<file path="src/rtl/pecu_pkg.sv">
package pecu_pkg;
    parameter int unsigned PC_W = 32;
    typedef logic [PC_W-1:0] pc_t;

    // per-instruction record travelling down the pipe
    typedef struct packed {
        logic       valid;
        pc_t        pc;
        logic       in_slot;
        logic       cause_we;   // write enable for cause + status
        logic       epc_we;     // write enable for exception PC
        logic [4:0] code;
    } slot_t;

    typedef enum logic [0:0] {ST_USER, ST_KERNEL} mode_e;

    // detector order: fetch interrupt, fetch address, decode, execute
    localparam int unsigned N_SRC = 4;

    localparam logic [4:0] CODE_INT         = 5'd0;
    localparam logic [4:0] CODE_FETCH_ADDR  = 5'd4;
    localparam logic [4:0] CODE_ILLEGAL     = 5'd10;
    localparam logic [4:0] CODE_OVERFLOW    = 5'd12;

    function automatic logic [4:0] src_code(input int unsigned idx);
        case (idx)
            0:       return CODE_INT;
            1:       return CODE_FETCH_ADDR;
            2:       return CODE_ILLEGAL;
            default: return CODE_OVERFLOW;
        endcase
    endfunction
endpackage

</file>
<file path="src/rtl/pecu_detect.sv">
module pecu_detect
    import pecu_pkg::*;
#(
    parameter logic [4:0] CODE = 5'd0
) (
    input  slot_t slot_i,
    input  logic  req_i,
    input  logic  kernel_i,
    output slot_t slot_o
);
    // The first accepted request of an instruction wins.
    // It is turned into write enables at once, so memory does no decode.
    always_comb begin
        slot_o = slot_i;
        if (slot_i.valid && req_i && !slot_i.cause_we) begin
            slot_o.cause_we = 1'b1;
            slot_o.epc_we   = !kernel_i;   // epc kept in kernel mode
            slot_o.code     = CODE;
        end
    end
endmodule

</file>
<file path="src/rtl/pecu_stage_regs.sv">
module pecu_stage_regs
    import pecu_pkg::*;
(
    input  logic       clk,
    input  logic       rst_n,
    input  slot_t      de_d,
    input  slot_t      ex_d,
    input  slot_t      mem_d,
    input  logic [2:0] squash_i,   // bit0 fetch, bit1 decode, bit2 execute
    output slot_t      de_q,
    output slot_t      ex_q,
    output slot_t      mem_q
);
    always_ff @(posedge clk) begin
        if (!rst_n) begin
            de_q  <= '0;
            ex_q  <= '0;
            mem_q <= '0;
        end else begin
            de_q  <= squash_i[0] ? '0 : de_d;
            ex_q  <= squash_i[1] ? '0 : ex_d;
            mem_q <= squash_i[2] ? '0 : mem_d;
        end
    end
endmodule

</file>
<file path="src/rtl/pecu_ctrl.sv">
module pecu_ctrl
    import pecu_pkg::*;
#(
    parameter pc_t         VECTOR     = 32'h8000_0180,
    parameter int unsigned INSN_BYTES = 4
) (
    input  logic       clk,
    input  logic       rst_n,
    input  slot_t      mem_i,
    input  logic       eret_i,
    output logic       redirect_o,
    output pc_t        redirect_pc_o,
    output logic [3:0] flush_o,
    output pc_t        epc_o,
    output logic [4:0] cause_code_o,
    output logic       cause_bd_o,
    output logic       kernel_o
);
    localparam pc_t        STEP      = pc_t'(INSN_BYTES);
    localparam logic [3:0] SQ_ALL    = 4'b1111;
    localparam logic [3:0] SQ_YOUNG  = 4'b0111;

    mode_e state_q, state_d;
    logic  take, ret;
    pc_t   epc_q;
    logic [4:0] code_q;
    logic  bd_q;

    always_ff @(posedge clk) begin
        if (!rst_n) state_q <= ST_USER;
        else        state_q <= state_d;
    end

    always_comb begin
        take          = mem_i.valid & mem_i.cause_we;
        ret           = 1'b0;
        state_d       = state_q;
        redirect_o    = 1'b0;
        redirect_pc_o = '0;
        flush_o       = '0;
        unique case (state_q)
            ST_USER: begin
                if (take) state_d = ST_KERNEL;           // T_TAKE
            end
            ST_KERNEL: begin
                if (take)        state_d = ST_KERNEL;    // T_NEST
                else if (eret_i) begin                   // T_RETURN
                    ret     = 1'b1;
                    state_d = ST_USER;
                end
            end
        endcase
        if (take) begin
            redirect_o    = 1'b1;
            redirect_pc_o = VECTOR;
            flush_o       = SQ_ALL;
        end else if (ret) begin
            redirect_o    = 1'b1;
            redirect_pc_o = epc_q;
            flush_o       = SQ_YOUNG;
        end
    end

    always_ff @(posedge clk) begin
        if (!rst_n) begin
            epc_q  <= '0;
            code_q <= '0;
            bd_q   <= 1'b0;
        end else if (take) begin
            code_q <= mem_i.code;
            bd_q   <= mem_i.in_slot;
            if (mem_i.epc_we)
                epc_q <= mem_i.in_slot ? mem_i.pc - STEP : mem_i.pc;
        end
    end

    assign epc_o        = epc_q;
    assign cause_code_o = code_q;
    assign cause_bd_o   = bd_q;
    assign kernel_o     = (state_q == ST_KERNEL);
endmodule

</file>
<file path="src/rtl/pecu_commit_unit.sv">
module pecu_commit_unit
    import pecu_pkg::*;
#(
    parameter pc_t         VECTOR     = 32'h8000_0180,
    parameter int unsigned INSN_BYTES = 4
) (
    input  logic             clk,
    input  logic             rst_n,
    input  logic             fetch_valid_i,
    input  logic [PC_W-1:0]  fetch_pc_i,
    input  logic             fetch_bd_i,
    input  logic             int_req_i,
    input  logic             fetch_adel_i,
    input  logic             dec_ri_i,
    input  logic             exe_ovf_i,
    input  logic             eret_i,
    output logic             redirect_o,
    output logic [PC_W-1:0]  redirect_pc_o,
    output logic [3:0]       flush_o,
    output logic [PC_W-1:0]  epc_o,
    output logic [4:0]       cause_code_o,
    output logic             cause_bd_o,
    output logic             kernel_o
);
    slot_t              fetch_slot;
    slot_t              de_q, ex_q, mem_q;
    slot_t              det_in  [N_SRC];
    slot_t              det_out [N_SRC];
    logic [N_SRC-1:0]   req;

    always_comb begin
        fetch_slot         = '0;
        fetch_slot.valid   = fetch_valid_i;
        fetch_slot.pc      = fetch_pc_i;
        fetch_slot.in_slot = fetch_bd_i;
    end

    // interrupts masked at exception level
    assign req = {exe_ovf_i, dec_ri_i, fetch_adel_i, int_req_i & ~kernel_o};

    assign det_in[0] = fetch_slot;
    assign det_in[1] = det_out[0];
    assign det_in[2] = de_q;
    assign det_in[3] = ex_q;

    for (genvar gi = 0; gi < N_SRC; gi++) begin : g_det
        pecu_detect #(.CODE(src_code(gi))) u_det (
            .slot_i   (det_in[gi]),
            .req_i    (req[gi]),
            .kernel_i (kernel_o),
            .slot_o   (det_out[gi])
        );
    end

    pecu_stage_regs u_regs (
        .clk      (clk),
        .rst_n    (rst_n),
        .de_d     (det_out[1]),
        .ex_d     (det_out[2]),
        .mem_d    (det_out[3]),
        .squash_i (flush_o[2:0]),
        .de_q     (de_q),
        .ex_q     (ex_q),
        .mem_q    (mem_q)
    );

    pecu_ctrl #(.VECTOR(VECTOR), .INSN_BYTES(INSN_BYTES)) u_ctrl (
        .clk           (clk),
        .rst_n         (rst_n),
        .mem_i         (mem_q),
        .eret_i        (eret_i),
        .redirect_o    (redirect_o),
        .redirect_pc_o (redirect_pc_o),
        .flush_o       (flush_o),
        .epc_o         (epc_o),
        .cause_code_o  (cause_code_o),
        .cause_bd_o    (cause_bd_o),
        .kernel_o      (kernel_o)
    );
endmodule

</file>
<file path="config.mk">
export PLATFORM = sky130hd
export DESIGN_NAME = pecu_commit_unit
export DESIGN_NICKNAME = d
export VERILOG_FILES = /design/src/rtl/pecu_pkg.sv /design/src/rtl/pecu_detect.sv /design/src/rtl/pecu_stage_regs.sv /design/src/rtl/pecu_ctrl.sv /design/src/rtl/pecu_commit_unit.sv
export SDC_FILE = /design/constraint.sdc
export NUM_CORES = 1
export LEC_CHECK = 0
export ABC_CLOCK_PERIOD_IN_PS = 3400
export BUFFER_PORTS_ARGS = -buffer_cell sky130_fd_sc_hd__buf_2
export CAP_MARGIN = 20
export CELL_PAD_IN_SITES_DETAIL_PLACEMENT = 0
export CELL_PAD_IN_SITES_GLOBAL_PLACEMENT = 1
export CORE_ASPECT_RATIO = 1.5
export CORE_MARGIN = 4
export CORE_UTILIZATION = 47
export CTS_CLUSTER_DIAMETER = 30
export DETAILED_ROUTE_END_ITERATION = 16
export GPL_TIMING_DRIVEN = 1
export HOLD_SLACK_MARGIN = 0.08
export PLACE_DENSITY_LB_ADDON = 0.1
export SYNTH_ARGS = -nofsm -noshare
export SYNTH_HDL_FRONTEND = slang
export SYNTH_HIERARCHICAL = 1
export SYNTH_SLANG_ARGS = --single-unit
</file>
<file path="constraint.sdc">
create_clock -name clk -period 3.4 [get_ports clk]
set_input_delay 0.34 -clock clk [delete_from_list [all_inputs] [get_ports clk]]
set_output_delay 0.34 -clock clk [all_outputs]
set_load 0.05 [all_outputs]
</file>
# Yosys cells after proc, flatten, opt, wreduce, memory -nomap -nowiden

Cells that the tools add are included.

Bits in registers: 162
Bits in latches: 0
Bits in writable memories: 0
Memory bits (read-only): 0
Output and inout bits: 76
Word-level logic and storage cells: 66
Memories: 0

$add $sub $neg: 1
$mul: 0
Divide/modulo/power cells: 0
$lt $le $gt $ge: 0
Equality and inequality tests: 0
Shift-type cells: 0
Muxes and demuxes: 18
Bitwise logic cells: 4
Reductions and logical operators: 18

Operators with widths:

| operator                                                             | number |
|---|---|
| 32-bit two-way mux                                                   | 3 |
| 32-bit by 3-bit subtractor with 32-bit output, second input constant | 1 |
| 7-bit two-way mux                                                    | 4 |
| 3-bit OR reduction                                                   | 3 |
| 1-bit two-way mux                                                    | 8 |
| 1-bit logical AND                                                    | 7 |
| 2-bit OR reduction                                                   | 3 |
| 1-bit logical NOT                                                    | 4 |
| 4-bit two-way mux                                                    | 1 |
| 3-bit two-way mux                                                    | 1 |
| 1-bit bitwise AND                                                    | 2 |
| 1-bit inverter                                                       | 2 |
| 1-bit one-hot mux with 2 select lines                                | 1 |
| 2-bit AND reduction                                                  | 1 |

# Logic depth before layout (Yosys ltp)

Depth after elaboration: 7
Gate-level depth with buffers: 8
Mapped depth without buffers: 7

# Hierarchy

The synthesis kept the hierarchy.

Modules (own cells, without submodules):

| module                           | times used | cells each | area an instance (um2) | seq. area each (um2) |
|---|---|---|---|---|
| pecu_stage_regs                  | 1          | 271        | 3723.6                 | 2462.4 |
| pecu_ctrl                        | 1          | 270        | 2197.1                 | 780.7 |
| pecu_detect (g_det[2].u_det ...) | 2          | 43         | 332.8                  | 0.0 |
| pecu_detect (g_det[0].u_det)     | 1          | 43         | 335.3                  | 0.0 |
| pecu_detect (g_det[1].u_det)     | 1          | 43         | 334.1                  | 0.0 |
| pecu_commit_unit                 | 1          | 2          | 17.5                   | 0.0 |

# Least setup slack after synthesis

Ideal clock, no wire load.

Kind: reg-to-output
From: reg u_ctrl.state_q, in the netlist u_ctrl/kernel_o
To: out redirect_pc_o[14]
Data arrival time: 1.942 ns
Required time: 3.060 ns
Setup slack: 1.118 ns
Stages on the path, launching flop included: 6
Path buffers: 2
Cells stage by stage: dfxtp_1 > nand2_1 > nor2_1 > clkbuf_1 > clkbuf_1 > and2_1

Word-level cells in the longest chain between the ends: 3

Ends and longest elaborated chain:

| item                   | RTL line               | text |
|---|---|---|
| from (decl)            | pecu_ctrl.sv:23        | `mode_e state_q, state_d;` |
| from (signal assigned) | pecu_ctrl.sv:31        | `else state_q <= state_d;` |
| 1-bit two-way mux      | pecu_ctrl.sv:41        | `unique case (state_q)` |
| 32-bit two-way mux     | pecu_ctrl.sv:57        | `end else if (ret) begin` |
| 32-bit two-way mux     | pecu_ctrl.sv:53        | `if (take) begin` |
| to (decl)              | pecu_commit_unit.sv:18 | `output logic [PC_W-1:0] redirect_pc_o,` |

Every way passes these cells.

# Worst setup path in the final report

From: reg u_regs/mem_q[40] (netlist name)
To: out redirect_pc_o[15]

Word-level cells in the longest chain between the ends: 5

Ends and longest elaborated chain:

| item                 | RTL line        | text |
|---|---|---|
| 1-bit bitwise AND *  | pecu_ctrl.sv:35 | `take = mem_i.valid & mem_i.cause_we;` |
| 1-bit two-way mux    | pecu_ctrl.sv:46 | `if (take) state_d = ST_KERNEL;` |
| 1-bit two-way mux    | pecu_ctrl.sv:41 |  |
| 32-bit two-way mux   | pecu_ctrl.sv:57 |  |
| 32-bit two-way mux * | pecu_ctrl.sv:53 |  |

Every way passes the cells marked *; elsewhere a longest branch is shown, timed or not.

==> metrics.md <==
| Metric | Value |
|---|---|
| Antenna Nets Post-Route | `0` |
| Critical Path AT | `between 2000 and 2500 ps` |
| CP Max Fanout | `29` |
| Drt pass-1 iters | `4` |
| Synth top area share | `0.446` |
| Core area | `around 15,000 µm²` |
| EDFF count, synth | `0` |
| Final wirelength | `11,100 µm` |
| Area Growth Syn to Fin | `2.51%` |
| Final Cycle Share | `0.751` |
| CP Class | `reg -> out` |
| Crit-path cells | `nand2_1 > clkinv_1 > nor2_1 > buf_4 > and2_1 > buf_2` |
| Multi-input gate area | `roughly 2700 µm²` |
| Clock sink count | `~160` |
| Post-Syn Area | `between 7000 and 8000 µm²` |
| Critical path required time | `between 3000 and 4000 ps` |
| Grt ovf | `0` |
| Htree depth | `4` |
| Area of the die | `17,600 µm²` |
| # nets final | `between 700 and 800` |
| Flip-flop and latch count after synthesis | `162` |
| Via density | `roughly 4.5` |
| Synth Warn # | `6` |
| Asr flop ratio synth | `0` |
| RSZ-0062 raised after global routing | `false` |
| Mapped Avg Cell Area | `10.2 µm²` |
| Initial Util | `0.480` |
| Worst Hold Class | `in -> reg` |
| Final setup vio count | `0` |
| Yosys cell types | `44` |
| Gpl congestion | `about 0.8` |
| Busiest grt layer | `met1` |
| # rows | `between 50 and 60` |
| Pin count of the biggest net entering global routing | `84` |
| Fin Setup TNS | `0 ps` |
| Tmin final | `2550 ps` |
| Wire length per cell | `between 10 and 15 µm` |
| Met3 usage | `0.0358` |
| Setup Fix Bufs, Post-CTS | `0` |
| Final Cell Area | `7460 µm²` |
| Share of cells above drive strength 1 | `0.275` |
| Post_cts resized | `0` |
| Outcome | `finished, final reports clean` |
| Cell taking the most area after synthesis | `dfxtp_1` |
| Commonest cells in the netlist | `162 x dfxtp_1, 140 x buf_4, 120 x and3b_1` |
| Startpoint types | `register` |
| GR Util met1 | `0.183` |
| Hold Violations, Final | `0` |
| Diodes inserted | `0` |
| MaxCap Viol Count | `0` |
| GRT Total Usage | `0.128` |
| Die Ht | `roughly 160 µm` |
| Met2 Track Usage GR | `0.182` |
| Die W | `110 µm` |
| DR vias | `approximately 4,000` |
| Critical Path Max Stage Delay | `around 350 ps` |
| Peak VDD IR | `roughly 0.34 mV` |
| Hpwl dp | `7830 µm` |
| Clock-pin slew on the worst setup and hold paths | `60 ps` |
| Residual DRC | `0` |
| Area contributors post-synth | `dfxtp_1 45%, and3b_1 14%, buf_4 14%` |
| Skew-Pair Late Insertion Delay | `slightly above 400 ps` |
| Register Area | `between 3000 and 4000 µm²` |
| Synth Flop Type | `dfxtp_1` |
| Peak Freq | `slightly below 400 MHz` |
| First-pass GRT wire length | `~18,000 µm` |
| Worst-margin pin slew | `roughly 900 ps` |
| Critical Path Sink Type | `output port` |
| Fill count | `1,441` |
| Num ports | `~120` |
| IO buf count | `116` |
| Pleak | `around 3.6 nW` |
| Maximum clock insertion buffer count | `2` |
| CTS buffer count | `17` |
| Relative slew slack | `0.399` |
| Sequential-to-total area share from yosys stat | `0.446` |
| Placed Area | `between 6000 and 7000 µm²` |
| Post-CTS Hold Buffers | `0` |
| First-iteration detailed-routing DRC count | `~120` |
| Root Buffer | `clkbuf_16` |
| Skew final | `slightly below 9 ps` |
| Number of global-route vias before repair | `3,670` |
| Slew Viols, Final | `0` |
| Slowest-stage cell, CP | `clkinv_1` |
| Initial antenna violation count | `0` |
| Mapped Cells | `715` |
| CTS tree | `yes` |
| Top-count cell post-synth | `dfxtp_1` |
| Cell Pwr Density | `between 500 and 600 nW/µm²` |
cells in the final DEF, fill, tap and decap left out, drive strengths merged, types with 2 or more instances in the layout:
cell,n
nand3b,4
xor2,2
a211oi,7
nand2,27
or3,3
clkbuf,20
nor3,7
a31oi,2
nor4b,2
nand3,3
mux2i,4
nand2b,10
nor2,18
conb,8
clkinvlp,3
a21o,4
a21oi,30
dfxtp,162
bufinv,2
xnor2,25
nor4,9
and3b,123
o21ai,21
or4,6
buf,121
clkinv,6
inv,8
and2,44
state kept, by name, summed over array words and instances (netlist names):
register	cells
u_regs/de_q	41
u_ctrl/kernel_o	1
u_ctrl/cause_bd_o	1
u_ctrl/epc_o	32
u_ctrl/cause_code_o	5
u_regs/mem_q	41
u_regs/ex_q	41
area by class of cell:
class	count	area share
sequential	162	0.435
multi-input combinational	369	0.365
timing repair buffer	121	0.0829
clock buffer	20	0.0626
tap	199	0.0334
clock inverter	11	0.0171
inverter	8	0.00403
stage by stage:
| step | hold slack (ps) | util | cells | power (mW) | worst slack (ps) |
|---|---|---|---|---|---|
| 2_1_floorplan | 417 | - | 722 | 2.29 | 1120 |
| 3_3_place_gp | 424 | 0.453 | 859 | 2.22 | 1070 |
| 3_5_place_dp | 432 | 0.453 | 859 | 2.23 | 1010 |
| 4_1_cts | 146 | 0.492 | 890 | 4.10 | 794 |
| 5_1_grt | 153 | 0.492 | 890 | 4.20 | 636 |
| 6_report | 172 | 0.492 | 890 | 4.03 | 845 |
final timing paths:
kind         cells past startpoint  slack [ps]              from                endpoint
min                              2         170    fetch_pc_i[21]         u_regs/de_q[29]
max reg2reg                      7        1010  u_regs/mem_q[10]        u_ctrl/epc_o[18]
min reg2reg                      2         440   u_regs/mem_q[4]  u_ctrl/cause_code_o[4]
max                              6         850  u_regs/mem_q[40]       redirect_pc_o[15]
layer usage:
layer,part of all wire,routed length (µm)
met5,0,0
met4,0.016,181
met3,0.058,639
met2,0.41,4590
met1,0.51,5670
worst max-delay path: cells and delay by family (launching register included):
family        cells  cell delay [ps]
buf+inv           3              840
simple gates      3              630
flops             1              310
report_power, final:
group | switching, mW | internal, mW
Clock | 0.711 | 1.14
Sequential | 0.0231 | 1.96
Combinational | 0.101 | 0.0987
cells by family after synthesis:
logic type                 synth area share
and+or+nand+nor                       0.279
AOI/OAI and AO/OA                    0.0511
buffers and inverters                 0.184
adders and majority gates           0.00172
muxes                               0.00551
DFF                                   0.446
other                              0.000516
xor gates and xnor gates             0.0325
No activity file was read; power rests on OpenSTA's default activity.
